File: src/rtl/ccg_pkg.sv
// Shared types for the core clock gear block.
// Assumes a single system clock domain.
package ccg_pkg;
    typedef enum logic [1:0] {
        PS_RUN   = 2'd0,
        PS_HALT  = 2'd1,
        PS_SLEEP = 2'd2
    } pwr_state_t;
endpackage

File: src/rtl/ccg_gear_reg.sv
// Control byte holding the gear field.
// Assumes writes are single-cycle strobes. Unused upper bits are not stored.
module ccg_gear_reg #(
    parameter int          ADDR_W   = 16,
    parameter int          DATA_W   = 8,
    parameter int          GEAR_W   = 2,
    parameter logic [15:0] REG_ADDR = 16'h5081
) (
    input  logic              clk,
    input  logic              rst_n,
    input  logic              wr_en,
    input  logic [ADDR_W-1:0] wr_addr,
    input  logic [DATA_W-1:0] wr_data,
    output logic [GEAR_W-1:0] gear_o,
    output logic [DATA_W-1:0] rdata_o
);
    localparam int PAD_W = DATA_W - GEAR_W;

    logic hit;
    logic [GEAR_W-1:0] gear_q;

    // Address decode for the control byte.
    assign hit = wr_en && (wr_addr == ADDR_W'(REG_ADDR));

    // Gear field storage, cleared by reset.
    always_ff @(posedge clk) begin
        if (!rst_n)
            gear_q <= '0;
        else if (hit)
            gear_q <= wr_data[GEAR_W-1:0];
    end

    assign gear_o  = gear_q;
    assign rdata_o = {{PAD_W{1'b0}}, gear_q};


    miss_keeps_gear_chk: assert property (@(posedge clk) disable iff (!rst_n)
        (wr_en && wr_addr != ADDR_W'(REG_ADDR)) |=> $stable(gear_o));
endmodule

File: src/rtl/ccg_divider.sv
// Gear divider.
// Counts system cycles up to 2^gear - 1 and flags the terminal count.
// The working gear is reloaded only at terminal count or during restart.
// Restart holds the counter at zero while the core is stopped.
module ccg_divider #(
    parameter int GEAR_W = 2
) (
    input  logic              clk,
    input  logic              rst_n,
    input  logic              restart_i,
    input  logic [GEAR_W-1:0] gear_i,
    output logic              tc_o
);
    localparam int CNT_W = (1 << GEAR_W) - 1;

    logic [GEAR_W-1:0] act_q;
    logic [CNT_W-1:0]  cnt_q;
    logic [CNT_W-1:0]  lim;

    // Limit mask: bit i is set when the working gear exceeds i.
    for (genvar i = 0; i < CNT_W; i++) begin : g_lim
        assign lim[i] = (act_q > GEAR_W'(i));
    end

    assign tc_o = !restart_i && (cnt_q == lim);

    // Counter and working gear: reload at terminal count, hold at zero on restart.
    always_ff @(posedge clk) begin
        if (!rst_n) begin
            cnt_q <= '0;
            act_q <= '0;
        end else if (restart_i || tc_o) begin
            cnt_q <= '0;
            act_q <= gear_i;
        end else begin
            cnt_q <= cnt_q + 1'b1;
        end
    end


    cnt_in_range_chk: assert property (@(posedge clk) disable iff (!rst_n)
        cnt_q <= lim);


    gear_at_boundary_chk: assert property (@(posedge clk) disable iff (!rst_n)
        !$stable(act_q) |-> ($past(tc_o) || $past(restart_i) || !$past(rst_n)));
endmodule

File: src/rtl/ccg_power_fsm.sv
// Run / halt / sleep controller.
// Request strobes are held as pending until the next core period boundary.
// Sleep takes priority over halt. Halt wakes on any interrupt; sleep wakes
// only on the external interrupt.
module ccg_power_fsm
    import ccg_pkg::*;
(
    input  logic       clk,
    input  logic       rst_n,
    input  logic       tc_i,
    input  logic       halt_req,
    input  logic       sleep_req,
    input  logic       nmi,
    input  logic       irq,
    input  logic       ext_irq,
    output pwr_state_t state_o
);
    pwr_state_t state_q;
    logic pend_halt_q;
    logic pend_sleep_q;

    // State transitions and pending-request capture.
    always_ff @(posedge clk) begin
        if (!rst_n) begin
            state_q      <= PS_RUN;
            pend_halt_q  <= 1'b0;
            pend_sleep_q <= 1'b0;
        end else begin
            case (state_q)
                PS_RUN: begin
                    if (tc_i && pend_sleep_q) begin
                        state_q      <= PS_SLEEP;
                        pend_halt_q  <= 1'b0;
                        pend_sleep_q <= 1'b0;
                    end else if (tc_i && pend_halt_q) begin
                        state_q      <= PS_HALT;
                        pend_halt_q  <= 1'b0;
                        pend_sleep_q <= 1'b0;
                    end else begin
                        if (sleep_req) pend_sleep_q <= 1'b1;
                        if (halt_req)  pend_halt_q  <= 1'b1;
                    end
                end
                PS_HALT: begin
                    if (nmi || irq || ext_irq) state_q <= PS_RUN;
                end
                PS_SLEEP: begin
                    if (ext_irq) state_q <= PS_RUN;
                end
                default: state_q <= PS_RUN;
            endcase
        end
    end

    assign state_o = state_q;


    sleep_exit_ext_chk: assert property (@(posedge clk) disable iff (!rst_n)
        ($past(state_q) == PS_SLEEP && state_q != PS_SLEEP) |-> ($past(ext_irq) || !$past(rst_n)));


    halt_exit_irq_chk: assert property (@(posedge clk) disable iff (!rst_n)
        ($past(state_q) == PS_HALT && state_q != PS_HALT) |-> ($past(nmi || irq || ext_irq) || !$past(rst_n)));
endmodule

File: src/rtl/core_clk_gear.sv
// Core clock gear and halt gate, top level.
// Emits a one-cycle core enable at the selected gear rate, gated in halt and
// sleep. Assumes a single system clock and a synchronous active-low reset.
module core_clk_gear
    import ccg_pkg::*;
#(
    parameter int          ADDR_W   = 16,
    parameter int          DATA_W   = 8,
    parameter int          GEAR_W   = 2,
    parameter logic [15:0] REG_ADDR = 16'h5081
) (
    input  logic              clk,
    input  logic              rst_n,
    input  logic              wr_en,
    input  logic [ADDR_W-1:0] wr_addr,
    input  logic [DATA_W-1:0] wr_data,
    input  logic              halt_req,
    input  logic              sleep_req,
    input  logic              nmi,
    input  logic              irq,
    input  logic              ext_irq,
    output logic              core_en,
    output logic              periph_en,
    output logic              halted,
    output logic              sleeping,
    output logic [DATA_W-1:0] ctrl_rdata
);
    logic [GEAR_W-1:0] gear;
    logic              tc;
    pwr_state_t        state;

    ccg_gear_reg #(
        .ADDR_W(ADDR_W), .DATA_W(DATA_W), .GEAR_W(GEAR_W), .REG_ADDR(REG_ADDR)
    ) u_reg (
        .clk(clk), .rst_n(rst_n), .wr_en(wr_en), .wr_addr(wr_addr),
        .wr_data(wr_data), .gear_o(gear), .rdata_o(ctrl_rdata)
    );

    ccg_divider #(.GEAR_W(GEAR_W)) u_div (
        .clk(clk), .rst_n(rst_n), .restart_i(state != PS_RUN),
        .gear_i(gear), .tc_o(tc)
    );

    ccg_power_fsm u_fsm (
        .clk(clk), .rst_n(rst_n), .tc_i(tc), .halt_req(halt_req),
        .sleep_req(sleep_req), .nmi(nmi), .irq(irq), .ext_irq(ext_irq),
        .state_o(state)
    );

    // Output decode from the power state.
    assign core_en   = tc;
    assign halted    = (state == PS_HALT);
    assign sleeping  = (state == PS_SLEEP);
    assign periph_en = (state != PS_SLEEP);


    no_core_when_stopped_chk: assert property (@(posedge clk) disable iff (!rst_n)
        core_en |-> (!halted && !sleeping));


    halt_entry_boundary_chk: assert property (@(posedge clk) disable iff (!rst_n)
        $rose(halted) |-> $past(core_en));


    sleep_entry_boundary_chk: assert property (@(posedge clk) disable iff (!rst_n)
        $rose(sleeping) |-> $past(core_en));


    sleep_gates_periph_chk: assert property (@(posedge clk) disable iff (!rst_n)
        (sleeping && !ext_irq) |=> (!periph_en && !core_en));
endmodule

File: config.mk
export PLATFORM = sky130hd
export DESIGN_NAME = core_clk_gear
export DESIGN_NICKNAME = d
export VERILOG_FILES = /design/src/rtl/ccg_pkg.sv /design/src/rtl/ccg_gear_reg.sv /design/src/rtl/ccg_divider.sv /design/src/rtl/ccg_power_fsm.sv /design/src/rtl/core_clk_gear.sv
export SDC_FILE = /design/constraint.sdc
export NUM_CORES = 1
export LEC_CHECK = 0
export BUFFER_PORTS_ARGS = -buffer_cell sky130_fd_sc_hd__buf_2
export CAP_MARGIN = 15
export CORE_AREA = 4 4 49 51
export CTS_CLUSTER_SIZE = 28
export DETAILED_ROUTE_END_ITERATION = 6
export DIE_AREA = 0 0 53 55
export PLACE_DENSITY = 0.75
export SLEW_MARGIN = 20
export SYNTH_ARGS = -nofsm -noshare
export SYNTH_HDL_FRONTEND = slang
export SYNTH_SLANG_ARGS = --single-unit
File: constraint.sdc
create_clock -name clk -period 1.27 [get_ports clk]
set_input_delay 0 -clock clk [delete_from_list [all_inputs] [get_ports clk]]
set_output_delay 0 -clock clk [all_outputs]
set_load 0.01 [all_outputs]
==> Yosys cells after proc, flatten, opt, wreduce, memory -nomap -nowiden <==
Index checks and enable logic that the tools add are counted.
{ "word_totals": {"register_bits": 11, "out_inout_bits": 12, "word_cells": 46} }
{ "classes": {"add_sub_neg": 1, "n_lt_le_gt_ge": 3, "n_eq_ne": 8, "mux": 11, "bitwise": 1, "n_reduce_logical": 16} }
{ "op_table": {"columns": ["cell", "count"], "rows": [
  ["equality test 16 x 15 -> 1 bit (second input constant)", 1],
  ["two-way mux 2 bit", 4],
  ["two-way mux 1 bit", 6],
  ["case mux 2 bit (3 select lines)", 1],
  ["nonzero test 3 bit", 2],
  ["greater-than comparator 2 x 1 -> 1 bit (second input constant)", 2],
  ["logical AND 1 bit", 4],
  ["!= test 2 bit (second input constant)", 2],
  ["AND reduction 2 bit", 2],
  ["adder 3 x 1 -> 3 bit (second input constant)", 1],
  ["equality test 3 bit", 1],
  ["logical OR 1 bit", 3],
  ["!= test 3 x 1 -> 1 bit (second input constant)", 1],
  ["AND reduction 3 bit", 1],
  ["equality test 2 x 1 -> 1 bit (second input constant)", 1],
  ["equality test 2 bit (second input constant)", 1],
  ["greater-than comparator 2 bit (second input constant)", 1],
  ["logical NOT 2 bit", 1],
  ["!= test 2 x 1 -> 1 bit (second input constant)", 1],
  ["nonzero test 2 bit", 1],
  ["OR reduction 2 bit", 1],
  ["logical NOT 1 bit", 1],
  ["NOT 1 bit", 1]
]} }

==> Logic depth before layout (Yosys ltp) <==
Gate-level depths: netlist of the first run.
{ "logic_depth": {"depth_word": 7, "depth_mapped": 6} }

==> Hierarchy <==
A second synthesis of the first run with hierarchy kept.
{ "unflattened": {"hier_cells": 72, "hier_area_um2": 664.4} }
{ "modules_own_cells": {"columns": ["mod", "n_inst", "cells_each", "area_each_um2"], "rows": [
  ["ccg_divider", 1, 25, 246.5],
  ["ccg_gear_reg", 1, 24, 207.7],
  ["ccg_power_fsm", 1, 19, 182.7],
  ["core_clk_gear", 1, 4, 27.5]
]} }

==> Worst setup path before layout of the first run <==
Ideal clock, no wire load.
{ "synth_path": {"path_kind": "register to register", "startpoint": "register u_div.cnt_q[2]", "endpoint": "register u_fsm.state_q[0], in the netlist u_fsm.state_o[0]", "setup_time_ns": 0.097, "arrival_ns": 1.242, "t_required_ns": 1.173, "slack_ns": -0.069, "path_stages_with_launch": 6, "path_buffers": 1, "cell_sequence": "dfxtp_1 > and4bb_1 > a22oi_2 > and2_4 > buf_6 > o41ai_4"} }
{ "synth_between": {"elab_chain_len": 5} }
{ "synth_rtl": {"columns": ["element", "line", "source"], "rows": [
  ["start, declared", "ccg_divider.sv:17", "logic [CNT_W-1:0] cnt_q;"],
  ["start signal, assigned", "ccg_divider.sv:36", "cnt_q <= cnt_q + 1'b1;"],
  ["equality test 3 bit (*)", "ccg_divider.sv:25", "assign tc_o = !restart_i && (cnt_q == lim);"],
  ["logical AND 1 bit (*)", "ccg_divider.sv:25", null],
  ["logical AND 1 bit (on tied branches)", "ccg_power_fsm.sv:35, ccg_power_fsm.sv:31", null],
  ["!= test 3 x 1 -> 1 bit (no line) / two-way mux 2 bit (equally long branches)", null, null],
  ["AND reduction 3 bit (no line) / case mux 2 bit (3 select lines) (equally long branches)", null, null],
  ["end signal, assigned", "ccg_power_fsm.sv:32", "state_q <= PS_SLEEP;"],
  ["end signal, assigned", "ccg_power_fsm.sv:36", "state_q <= PS_HALT;"],
  ["end signal, assigned", "ccg_power_fsm.sv:45", "if (nmi || irq || ext_irq) state_q <= PS_RUN;"],
  ["end, declared", "ccg_power_fsm.sv:18", "pwr_state_t state_q;"]
]} }
Mark *: on every way between the ends. The rest lies on a longest branch, timed or not.
A chain may end at the register's enable or synchronous reset.

==> Worst setup path in the final report of the first run <==
{ "layout_path": {"startpoint": "register u_div.cnt_q[1]", "endpoint": "output core_en"} }
{ "layout_between": {"elab_chain_len": 2} }
{ "layout_rtl": {"columns": ["element", "line", "source"], "rows": [
  ["equality test 3 bit", "ccg_divider.sv:25", null],
  ["logical AND 1 bit", "ccg_divider.sv:25", null],
  ["end, declared", "core_clk_gear.sv:22", "output logic core_en,"]
]} }
Every way passes these cells.

==> results of run 1 <==
[Yosys cell counts]
cell	instances	area, um2
xor2_1	2	17.5
dfxtp_1	11	220
conb_1	1	3.75
and4_1	3	26.3
and4bb_1	1	12.5
and3_1	1	6.26
a21oi_1	5	25.0
a311oi_1	1	8.76
and2_4	1	8.76
o41ai_4	1	27.5
nor3_2	1	10.0
nand3_1	3	15.0
a31oi_1	2	12.5
and3b_1	1	8.76
ha_1	1	12.5
nand3b_1	1	7.51
buf_6	1	11.3
nor2_1	4	15.0
buf_2	1	5.00
nor3_1	1	5.00
mux2i_1	1	10.0
or4b_1	1	10.0
o32ai_1	1	8.76
a21o_1	1	7.51
nor4_1	2	12.5
nand2_1	1	3.75
buf_4	6	45.0
inv_1	4	15.0
nand4_1	1	6.26
o211ai_1	2	15.0
a22oi_2	1	12.5
and4b_1	1	10.0
nand2b_1	3	18.8
o21a_1	2	15.0
nor2b_1	2	12.5
nor4b_1	2	17.5
a21boi_0	1	7.51
clkbuf_1	1	3.75
o21ai_0	4	20.0
[timing repair]
action	4_1_cts	5_1_grt
gates resized for setup	2	0
pin swaps	3	1
endpoints found under the hold margin	2	0
cloned	0	0
buffers inserted	3	0
hold buffers	2	0
setup endpoints to repair	1	9
[metrics by stage]
step	worst slack (ns)	cell area, um2	setup TNS (ns)	std cells	power (mW)
final	-0.115	963	-0.353	145	0.853
after global routing	-0.206	963	-0.854	145	0.915
after CTS	-0.136	963	-0.463	145	0.865
after detailed placement	0.0262	886	0	136	0.611
after global placement	0.0577	886	0	136	0.603
after floorplan	0.0517	747	0	85	0.541
[sequential cells by signal (all words and copies together), names as in the netlist]
name                count
u_fsm.state_o           2
u_div.act_q             2
u_reg.gear_o            2
u_div.cnt_q             3
u_fsm.pend_halt_q       1
u_fsm.pend_sleep_q      1
[worst max-delay path, stage by stage (launching register included)]
cell and delay [ns]:
dfxtp_2 0.35, and3_1 0.20, o211ai_1 0.20, and2_4 0.19
nor3_2 0.03, buf_2 0.15
[report_power, final]
part           switching (mW)  leakage, nW  internal (mW)
registers              0.0325       0.0916          0.364
clock network           0.130       0.0177          0.117
logic                   0.101        0.339          0.110
total                   0.263        0.448          0.590
[routing by layer]
metal	up-vias	part of all wire, %
met1	326	37
li1	364	-
met2	8	58
met4	0	1.3
met3	4	3.7
met5	-	0
[final cells by class]
class	count	area share (%)
Clock buffer	3	2.34
Sequential cell	11	23.6
Timing Repair Buffer	38	22.1
Inverter	4	1.56
Multi-Input combinational cell	61	46.4
Tap cell	27	3.51
Clock inverter	1	0.519
[path summary, 6_finish.rpt]
kind / startpoint / endpoint / slack [ns] / cells after the start
worst min register to register: u_reg.gear_o[0]$_SDFFE_PN0P_ / u_reg.gear_o[0]$_SDFFE_PN0P_ / 0.50 / 2
worst max register to register: u_div.cnt_q[1]$_SDFF_PP0_ / u_div.cnt_q[1]$_SDFF_PP0_ / -0.06 / 5
worst min-delay path: ext_irq / u_fsm.state_o[1]$_SDFFE_PN0P_ / 0.04 / 3
worst max-delay path: u_div.cnt_q[1]$_SDFF_PP0_ / core_en / -0.11 / 5
[logic make-up (layout without fill, tap and decap cells)]
| logic type | after synthesis | after routing |
|---|---|---|
| buffers and inverters | 13 | 46 |
| flip-flops | 11 | 11 |
| AO/OA/AOI/OAI | 21 | 21 |
| multiplexers | 1 | 1 |
| other | 1 | 6 |
| XOR/XNOR | 2 | 2 |
| adder cells (fa/ha/maj) | 1 | 1 |
| AND/OR/NAND/NOR | 30 | 30 |
==> results.md, run 1 <==
STA:
- Based on the critical path, the design can be clocked at up to 722 MHz.
- The clock skew is 0.00479 ns.
- The number of max-slew violations in the final report is 0.
- The shortest period the worst path allows is 1.38 ns.
- Of the available clock period, the critical path in the final layout requires 109%.
- The total of endpoints with negative setup slack in the final report is 8.
- Setup repair after global routing could not meet its margin everywhere.
- The number of failing hold endpoints at the final stage came to 0.
- On the final layout, the worst hold slack is 0.0351 ns.
- Setup slack on the critical path of the routed design comes to -0.115 ns.

Global route:
- The number of antenna violations at the first check in global routing is 0.
- Across every metal layer, demand over resource in global routing totals a little over an eighth.
- The most used routing layer is met2.
- The via count of the first global-routing pass was 670.
- The met1 global-route usage is a little over an eighth.
- Summed over all layers, the global routing overflow is 0.
- The largest net degree at the start of global routing is 12.
- The global-route wire length before repair is approximately 2800 um.
- For met2 alone, demand over resource in global routing was around a quarter.
- The global routing usage on met3 is 4.83%.

Synth:
- The proportion of synthesized area in mux cells is under 10%.
- The post-synthesis compound-gate area fraction is 22.5%.
- Dividing the synthesized area by the synthesized cell count gives 8.88 um2.
- The largest family of logic cells by synthesized area is simple AND/OR/NAND/NOR gates.
- During synthesis, Yosys emitted a total of 0 warnings.
- Summing every instance area after synthesis gives 711 um2.
- The synthesized netlist cell count is 80.
- The synthesized-area fraction occupied by xor and xnor cells is 2.46%.
- Sequential cells were found to cover 31.0% of the synthesized design area.
- The post-synthesis simple-gate area fraction is between 20% and 30%.
- The number of library cell types mapped by synthesis is 39.
- Summing the areas of all fa, ha and maj instances in the mapped netlist gives 1.76% of the synthesized area.
- After synthesis the netlist holds a flip-flop and latch count of 11.

Place:
- The HPWL after detailed placement is 1320 um.
- The number of port buffers is 31.
- Routability-driven placement finished with a final weighted congestion of about 0.75.

Floorplanning:
- The cell row count is 16.
- The initial core utilization is between 30% and 40%.
- The number of I/O pins is 44.
- The die covers between 2000 and 3000 um2.
- The overall die width is roughly 53 um.
- The y dimension of the die is around 55 um.
- After floorplanning, the core was sized to cover slightly below 2000 um2.

Cells and area:
- Summing all multi-input logic gate instances after layout gives 447 um2.
- Fill cells in the final layout number 217.
- The number of antenna repair diodes is 0.
- The most common cell after layout, fill and taps aside is buf_2.
- In the final layout, flip-flops and latches occupy 228 um2.
- In the final layout, the share of cells above drive strength 1 is ~42%.
- For this run, the share of the core covered by cells in the final layout is between 40% and 50%.
- In the layout the commonest cells are 31 x buf_2, 7 x dfxtp_1, 6 x conb_1.
- The post-layout net count is between 150 and 200.
- The layout overhead on the synthesized area is 35.6%.

CTS:
- The clock root buffer is clkbuf_4.
- For this design, the sink count on the clock tree is 11.
- The clock edge transition at the registers on the reported setup and hold paths is 0.08 ns.
- Buffers inserted during clock tree synthesis total 3.
- For the worst-skew pair, the clock arrives at the later sink with an insertion delay of 0.28 ns.
- The maximum root-to-sink buffer count is 2.
- TritonCTS built the clock tree.
- CTS built an H-tree with a depth of 1.

Critical path:
- The worst setup path is captured at an output pin.
- The data required time at the worst endpoint is 1.27 ns.
- The start-to-end type of the worst setup path is reg -> out.
- Data arrives at the worst endpoint at 1.38 ns.
- The nature of the critical path startpoint is a register.
- In this run the worst path has a maximum fanout of 5.

Detailed routing:
- The post-route antenna net violation count is 0.
- The routed design has around 1700 um of wire.
- The number of DRC markers after the initial detailed-route iteration is 7.
- The number of vias per cell after detailed routing is 4.84.
- After detailed routing, the average wire length per cell comes to 11.5 um.
- The vias after detailed routing is 702.
- The number of detailed-route iterations in the first pass is 4.
- For this run, design rule violations remaining after detail routing come to 0.

Status:
- The flow ran to the end, but the final reports show violations.
- The checks that failed: setup timing.

Pwr:
- Power spread over the standard cell area amounts to 885 nW/um2.
- The worst-case IR drop observed on VDD is 589 uV.
- The leakage power summed over all cells is 0.448 nW.

Worst hold path:
- The classification of the worst-slack hold path is in -> reg.

Run:
- Max-cap violations in this run came to 0.
(Power assumes the default switching activity.)
==> run 2: changes to the inputs <==
--- a/config.mk
+++ b/config.mk
@@ -5,13 +5,14 @@
 export SDC_FILE = /design/constraint.sdc
 export NUM_CORES = 1
 export LEC_CHECK = 0
+export ABC_AREA = 1
 export BUFFER_PORTS_ARGS = -buffer_cell sky130_fd_sc_hd__buf_2
 export CAP_MARGIN = 15
 export CORE_AREA = 4 4 49 51
 export CTS_CLUSTER_SIZE = 28
 export DETAILED_ROUTE_END_ITERATION = 6
 export DIE_AREA = 0 0 53 55
-export PLACE_DENSITY = 0.75
+export PLACE_DENSITY = 0.73
 export SLEW_MARGIN = 20
 export SYNTH_ARGS = -nofsm -noshare
 export SYNTH_HDL_FRONTEND = slang
==> results.md, run 2 <==
Status:
- Outcome: finished clean (was finished with violations).

Detailed routing:
- The number of vias per cell after detailed routing is 4.21 (was 4.84).
- The number of DRC markers after the initial detailed-route iteration is 4 (was 7).
- The post-route antenna net violation count is 0 (unchanged).
- The number of detailed-route iterations in the first pass is 2 (was 4).
- The vias after detailed routing is 678 (was 702).
- The remaining design rule violation count is 0 (unchanged).
- The wire length per cell after detailed routing was 8.85 um (was 11.5 um).
- The total wire length is 1430 um (was 1670 um).

Synth:
- The library cell with the largest summed area after synthesis is dfxtp_1 (unchanged).
- Top cells by count, synth: 18 x inv_1, 18 x nor2_1, 11 x dfxtp_1 (was 11 x dfxtp_1, 6 x buf_4, 5 x a21oi_1).
- The most instantiated flip-flop cell in the synthesis netlist is dfxtp_1 (unchanged).
- The number of library cell types mapped by synthesis is 24 (was 39).
- The synthesized netlist cell count is 95 (was 80).
- The synthesized area divided by synthesized cell count is 7.22 um2 (was 8.88 um2).
- The number of warnings printed during yosys synthesis is 0 (unchanged).
- The count of flip-flops with a built-in enable after synthesis was 0 (unchanged).
- The number of flip-flops and latches in the synthesized netlist is 11 (unchanged).
- The post-synthesis cell area is 686 um2 (was 711 um2).
- The share of synthesized flip-flops with an asynchronous set or reset is 0% (unchanged).
- Ranking of synthesized cells by area: dfxtp_1 32%, inv_1 9.9%, nor2_1 9.9% (was dfxtp_1 31%, buf_4 6.3%, o41ai_4 3.9%).
- The share of Yosys cell area claimed by the top area cell type is 32.1% (was 31.0%).
- The register area share after synthesis was 32.1% (was 31.0%).

Cells and area:
- The layout overhead on the synthesized area came to 35.8% (was 35.6%).
- The fill cell total of the finished layout was 203 (was 217).
- The register name with the most flops is u_div.cnt_q (unchanged).
- The post-layout net count came to 168 (was 152).
- The share of post-route cells with drive strength above 1 came to 39.6% (was 42.4%).
- The most common cell after layout, fill and taps aside is buf_2 (unchanged).
- Commonest cells after routing, fill and taps aside: 31 x buf_2, 18 x nor2_1, 17 x inv_1 (was 31 x buf_2, 7 x dfxtp_1, 6 x conb_1).
- The sequential cell area in the final layout is 226 um2 (was 228 um2).
- The flip-flop count of the largest register after layout is 3 (unchanged).
- The multi-input logic area came to 374 um2 (was 447 um2).
- The number of antenna repair diodes came to 0 (unchanged).

Global route:
- The largest net degree at the start of global routing came to 8 (was 12).
- The number of antenna violations at the first check in global routing is 0 (unchanged).
- The total track usage was 11.3% (was 13.3%).
- The via count of the first global-routing pass is 683 (was 670).
- The overall overflow remaining after global route was 0 (unchanged).
- The global-route wire length before repair is 2450 um (was 2790 um).

Pwr:
- The total power per unit cell area came to 1720 nW/um2 (was 885 nW/um2).
- The part of the total power dissipated in combinational logic is 52.9% (was 24.7%).
- The share of total power in the clock network is 14.7% (was 28.9%).
- The power spent charging and discharging nets was 0.676 mW (was 0.263 mW).
- The part of the total power dissipated in sequential elements was 32.4% (was 46.4%).
- The maximum vdd drop is 906 uV (was 589 uV).
- The total internal power is 0.923 mW (was 0.590 mW).
- The switching power share of the total is 42.3% (was 30.8%).
- The leakage power summed over all cells is 0.459 nW (was 0.448 nW).
- The overall power is 1.60 mW (was 0.853 mW).

Critical path:
- The nature of the critical path startpoint is a register (unchanged).
- The type of destination of the critical path is an output pin (unchanged).
- The largest driver fanout on the critical path is 7 (was 5).
- The start-to-end type of the worst setup path is reg -> out (unchanged).
- The data arrival time at the worst-slack endpoint is 1.23 ns (was 1.38 ns).
- The data required time at the worst endpoint came to 1.27 ns (about the same).

Floorplanning:
- The initial core utilization is 35.3% (was 36.6%).
- The number of I/O pins is 44 (unchanged).
- The y dimension of the die is 55 um (unchanged).
- The area of the placeable core is 1940 um2 (unchanged).
- The overall die width is 53 um (unchanged).
- The total die area is 2920 um2 (unchanged).
- The cell row count was 16 (unchanged).

Worst hold path:
- The classification of the worst-slack hold path was in -> reg (unchanged).

CTS:
- The clock root buffer is clkbuf_4 (unchanged).
- The total clock sinks is 11 (unchanged).
- The number of levels in the clock H-tree is 1 (unchanged).
- The number of buffers created by CTS is 3 (unchanged).
- The maximum root-to-sink buffer count is 2 (unchanged).
- The clock edge transition at the registers on the reported setup and hold paths is 0.07 ns (was 0.08 ns).
- The TritonCTS clock tree is done (unchanged).
- The clock insertion delay at the later pin of the skew report is 0.26 ns (was 0.28 ns).

STA:
- The accumulated negative setup slack came to 0 ns (was -0.353 ns).
- The number of failing hold endpoints at the final stage was 0 (unchanged).
- The shortest period the worst path allows is 1.23 ns (was 1.38 ns).
- The fraction of the cycle the final worst path needs was 96.6% (was 109%).
- The total of endpoints with negative setup slack in the final report is 0 (was 8).
- The peak clock frequency supported by timing was 815 MHz (was 722 MHz).
- Unrepaired setup endpoints after global routing: yes (unchanged).
- The number of max-slew violations in the final report is 0 (unchanged).
- The clock skew is 0.00757 ns (was 0.00479 ns).

Place:
- The HPWL after detailed placement is 1190 um (was 1320 um).
- The final weighted congestion in routability-driven placement is 0.657 (was 0.746).
- The number of port buffers is 31 (unchanged).

Run:
- The number of max-cap violations is 0 (unchanged).
[run 2: cell types whose count changed after synthesis, sizes merged, moves of 3 or more]
| cell | before | now |
|---|---|---|
| and4 | 3 | 0 |
| inv | 4 | 18 |
| nand2 | 1 | 14 |
| nand2b | 3 | 0 |
| nor2 | 4 | 21 |
[run 2: what timing repair did]
action	in CTS	in global routing
hold buffers	4	0
pin swaps	1	5
buffers inserted	1	0
gates resized for setup	0	6
endpoints found under the hold margin	4	0
setup endpoints to repair	1	6
[run 2: kinds of logic (layout without fill, tap and decap cells)]
kind of cell | count (synthesis) | after routing | synth area share (%)
buffers and inverters | 24 | 58 | 16.4
xor gates and xnor gates | 1 | 1 | 1.28
DFF | 11 | 11 | 32.1
AOI/OAI and AO/OA | 11 | 11 | 9.85
and+or+nand+nor | 46 | 46 | 38.0
other | 1 | 6 | 0.547
adders and majority gates | 1 | 1 | 1.82
[run 2: final cells by class]
cell class	instances	area share (%)
multi-input combinational	65	40.2
sequential	11	24.3
timing repair buffer	36	21.8
clock buffer	4	2.82
tap	27	3.63
inverter	18	7.26
[run 2: metal layers]
layer / track usage, % / vias to the layer above / part of all wire (%)
met3: 1.88 / 2 / 6.1
met1: 11.6 / 295 / 38
met2: 21.5 / 24 / 55
met4: 6.38 / 0 / 1.4
li1: - / 357 / -
met5: 0 / - / 0
[run 2: path summary, 6_finish.rpt]
kind	start	endpoint	slack [ns]	depth (start not counted)
worst max-delay path	u_div.act_q[1]$_SDFFE_PN0P_	core_en	0.04	6
worst min-delay path	ext_irq	u_fsm.state_o[1]$_SDFFE_PN0P_	0.03	4
worst max register to register	u_div.act_q[1]$_SDFFE_PN0P_	u_fsm.pend_sleep_q$_SDFFE_PN0P_	0.12	6
worst min register to register	u_div.cnt_q[0]$_SDFF_PP0_	u_div.cnt_q[0]$_SDFF_PP0_	0.48	1
[run 2: power groups by stage]
| stage | Sequential [mW] | Combinational, mW | Clock (mW) |
|---|---|---|---|
| global route | 0.537 | 0.953 | 0.261 |
| finish | 0.519 | 0.845 | 0.235 |
| global placement | 0.512 | 0.781 | 0 |
| detailed placement | 0.520 | 0.802 | 0 |
| floorplan | 0.503 | 0.634 | 0 |
| CTS | 0.512 | 0.849 | 0.243 |
[run 2: through the flow]
step / cells / setup WS, ns / instance area [um2] / util [%] / hold WS (ns)
final: 161 / 0.0429 / 931 / 47.9 / 0.0271
after floorplan: 100 / 0.183 / 704 / - / 0.135
after global routing: 161 / -0.0312 / 931 / 47.9 / 0.0327
after global placement: 152 / 0.114 / 848 / 43.7 / 0.254
after CTS: 161 / 0.000772 / 922 / 47.5 / 0.0243
after detailed placement: 152 / 0.0697 / 848 / 43.7 / 0.258
[run 2: critical path, stage by stage, from the launching register on]
cell	delay, ns
dfxtp_4	0.37
inv_2	0.05
nand2_2	0.04
nand2_2	0.08
nand3_4	0.10
nor3_4	0.17
buf_2	0.16
==> run 3: changes to the inputs <==
--- a/config.mk
+++ b/config.mk
@@ -12,6 +12,7 @@
 export CTS_CLUSTER_SIZE = 28
 export DETAILED_ROUTE_END_ITERATION = 6
 export DIE_AREA = 0 0 53 55
+export HOLD_SLACK_MARGIN = 0.12
 export PLACE_DENSITY = 0.73
 export SLEW_MARGIN = 20
 export SYNTH_ARGS = -nofsm -noshare
==> results.md, run 3 (synthesis results as in run 2) <==
Status:
- Outcome: finished clean (unchanged).

Floorplanning:
- The y dimension of the die is 55 um (unchanged).
- The area of the placeable core was 1940 um2 (unchanged).
- The total die area was 2920 um2 (unchanged).
- The number of I/O pins came to 44 (unchanged).
- The overall die width was 53 um (unchanged).
- The cell row count is 16 (unchanged).
- The initial core utilization came to 35.3% (unchanged).

Place:
- The final weighted congestion in routability-driven placement was 0.657 (unchanged).
- The cell area after placement is 848 um2 (unchanged).
- The number of port buffers is 31 (unchanged).
- The HPWL after detailed placement is 1190 um (unchanged).

Detailed routing:
- The vias after detailed routing is 711 (was 678).
- The wire length per cell after detailed routing is 9.55 um (was 8.85 um).
- The post-route antenna net violation count came to 0 (unchanged).
- The number of DRC markers after the initial detailed-route iteration is 4 (unchanged).
- The total wire length is 1600 um (was 1430 um).
- The number of vias per cell after detailed routing is 4.26 (was 4.21).
- The number of detailed-route iterations in the first pass is 2 (unchanged).
- The remaining design rule violation count is 0 (unchanged).

CTS:
- The maximum root-to-sink buffer count came to 2 (unchanged).
- The clock root buffer was clkbuf_4 (unchanged).
- The clock edge transition at the registers on the reported setup and hold paths is 0.07 ns (about the same).
- The number of levels in the clock H-tree is 1 (unchanged).
- The number of buffers created by CTS is 3 (unchanged).
- The clock insertion delay at the later pin of the skew report was 0.26 ns (about the same).
- The TritonCTS clock tree is done (unchanged).
- The total clock sinks is 11 (unchanged).

Critical path:
- The largest driver fanout on the critical path is 7 (unchanged).
- The data arrival time at the worst-slack endpoint was 1.23 ns (about the same).
- The nature of the critical path startpoint is a register (unchanged).
- The start-to-end type of the worst setup path is reg -> out (unchanged).
- The data required time at the worst endpoint is 1.27 ns (about the same).
- The type of destination of the critical path is an output pin (unchanged).

Global route:
- The overall overflow remaining after global route came to 0 (unchanged).
- The largest net degree at the start of global routing is 8 (unchanged).
- The via count of the first global-routing pass was 737 (was 683).
- The number of antenna violations at the first check in global routing is 0 (unchanged).
- The total track usage is 12.6% (was 11.3%).
- The global-route wire length before repair is 2690 um (was 2450 um).

Cells and area:
- The total non-filler cell area in the finished layout is 998 um2 (was 931 um2).
- The share of the core filled with cells in the final layout is 51.4% (was 47.9%).
- The share of post-route cells with drive strength above 1 is 38.6% (was 39.6%).
- The post-layout net count is 174 (was 168).
- The multi-input logic area is 379 um2 (was 374 um2).
- The register name with the most flops is u_div.cnt_q (unchanged).
- The most common cell after layout, fill and taps aside is buf_2 (unchanged).
- The layout overhead on the synthesized area is 45.6% (was 35.8%).
- The flip-flop count of the largest register after layout came to 3 (unchanged).
- The sequential cell area in the final layout came to 226 um2 (unchanged).
- The fill cell total of the finished layout came to 188 (was 203).
- The number of antenna repair diodes is 0 (unchanged).
- Commonest cells after routing, fill and taps aside: 30 x buf_2, 18 x nor2_1, 17 x inv_1 (was 31 x buf_2, 18 x nor2_1, 17 x inv_1).

Run:
- The number of max-cap violations is 0 (unchanged).

STA:
- The number of failing hold endpoints at the final stage is 0 (unchanged).
- The fraction of the cycle the final worst path needs is 97.0% (was 96.6%).
- Unrepaired setup endpoints after global routing: yes (unchanged).
- The peak clock frequency supported by timing was 812 MHz (was 815 MHz).
- The clock skew came to 0.00732 ns (was 0.00757 ns).
- The total of endpoints with negative setup slack in the final report is 0 (unchanged).
- The shortest period the worst path allows is 1.23 ns (about the same).
- The number of max-slew violations in the final report is 0 (unchanged).

Pwr:
- The leakage power summed over all cells is 0.485 nW (was 0.459 nW).
- The maximum vdd drop was 908 uV (was 906 uV).
- The total power per unit cell area came to 1630 nW/um2 (was 1720 nW/um2).

Worst hold path:
- The classification of the worst-slack hold path is in -> reg (unchanged).
==> run 3: cell count changes in the layout (fill, tap and decap cells not counted) <==
| cell | change |
|---|---|
| dlygate4sd3_1 | +6 |
| buf_2 | -1 |
| buf_4 | +1 |
| nand3_1 | -1 |
| nand3_2 | +1 |
| o21ai_0 | -1 |
| o21ai_1 | +1 |
==> run 3: power by group <==
part | internal [mW] | switching [mW] | total, mW
sequential | 0.432 | 0.0875 | 0.520
combinational | 0.382 | 0.487 | 0.869
clock | 0.121 | 0.114 | 0.236
total | 0.935 | 0.689 | 1.62
==> run 3: cell type report <==
class | count | area share (%)
Clock buffer | 4 | 2.63
Timing Repair Buffer | 42 | 26.6
Tap cell | 27 | 3.38
Sequential cell | 11 | 22.7
Inverter | 18 | 6.77
Multi-Input combinational cell | 65 | 38.0
==> run 3: through the flow <==
step                      setup slack, ns  hold WS [ns]  total power, mW  std cells  TNS, ns
after floorplan                     0.183         0.135             1.14        100        0
after global placement              0.114         0.254             1.29        152        0
after detailed placement           0.0697         0.258             1.32        152        0
after CTS                        0.000772         0.150             1.62        167        0
after global routing              -0.0383         0.122             1.78        167  -0.0499
final                              0.0378         0.117             1.62        167        0
==> run 3: per-layer routing <==
metal	vias up	share of wire [%]	global-route usage (%)
met5	-	0	0
met4	0	4.2	8.51
met3	6	5.9	1.88
met2	30	55	25.0
met1	304	35	12.0
li1	371	-	-
==> run 3: worst max-delay path, cell delays in order (launching register included) <==
cell and delay [ns]:
dfxtp_4 0.37, inv_2 0.05, nand2_2 0.04, nand2_2 0.08
nand3_4 0.11, nor3_4 0.18, buf_2 0.16
==> run 3: what timing repair did <==
action                                 4_1_cts  5_1_grt
setup endpoints to repair                    1       10
resized for setup                            0       10
pin swaps                                    1        5
buffers inserted                             1        0
endpoints found under the hold margin       11        0
hold buffers                                10        0
==> run 3: path summary, 6_finish.rpt <==
check	endpoint	slack [ns]	from	depth (start not counted)
min reg2reg	u_div.cnt_q[0]$_SDFF_PP0_	0.48	u_div.cnt_q[0]$_SDFF_PP0_	1
max reg2reg	u_fsm.pend_sleep_q$_SDFFE_PN0P_	0.10	u_div.act_q[1]$_SDFFE_PN0P_	6
max	core_en	0.04	u_div.act_q[1]$_SDFFE_PN0P_	6
min	u_reg.gear_o[0]$_SDFFE_PN0P_	0.12	wr_addr[9]	6
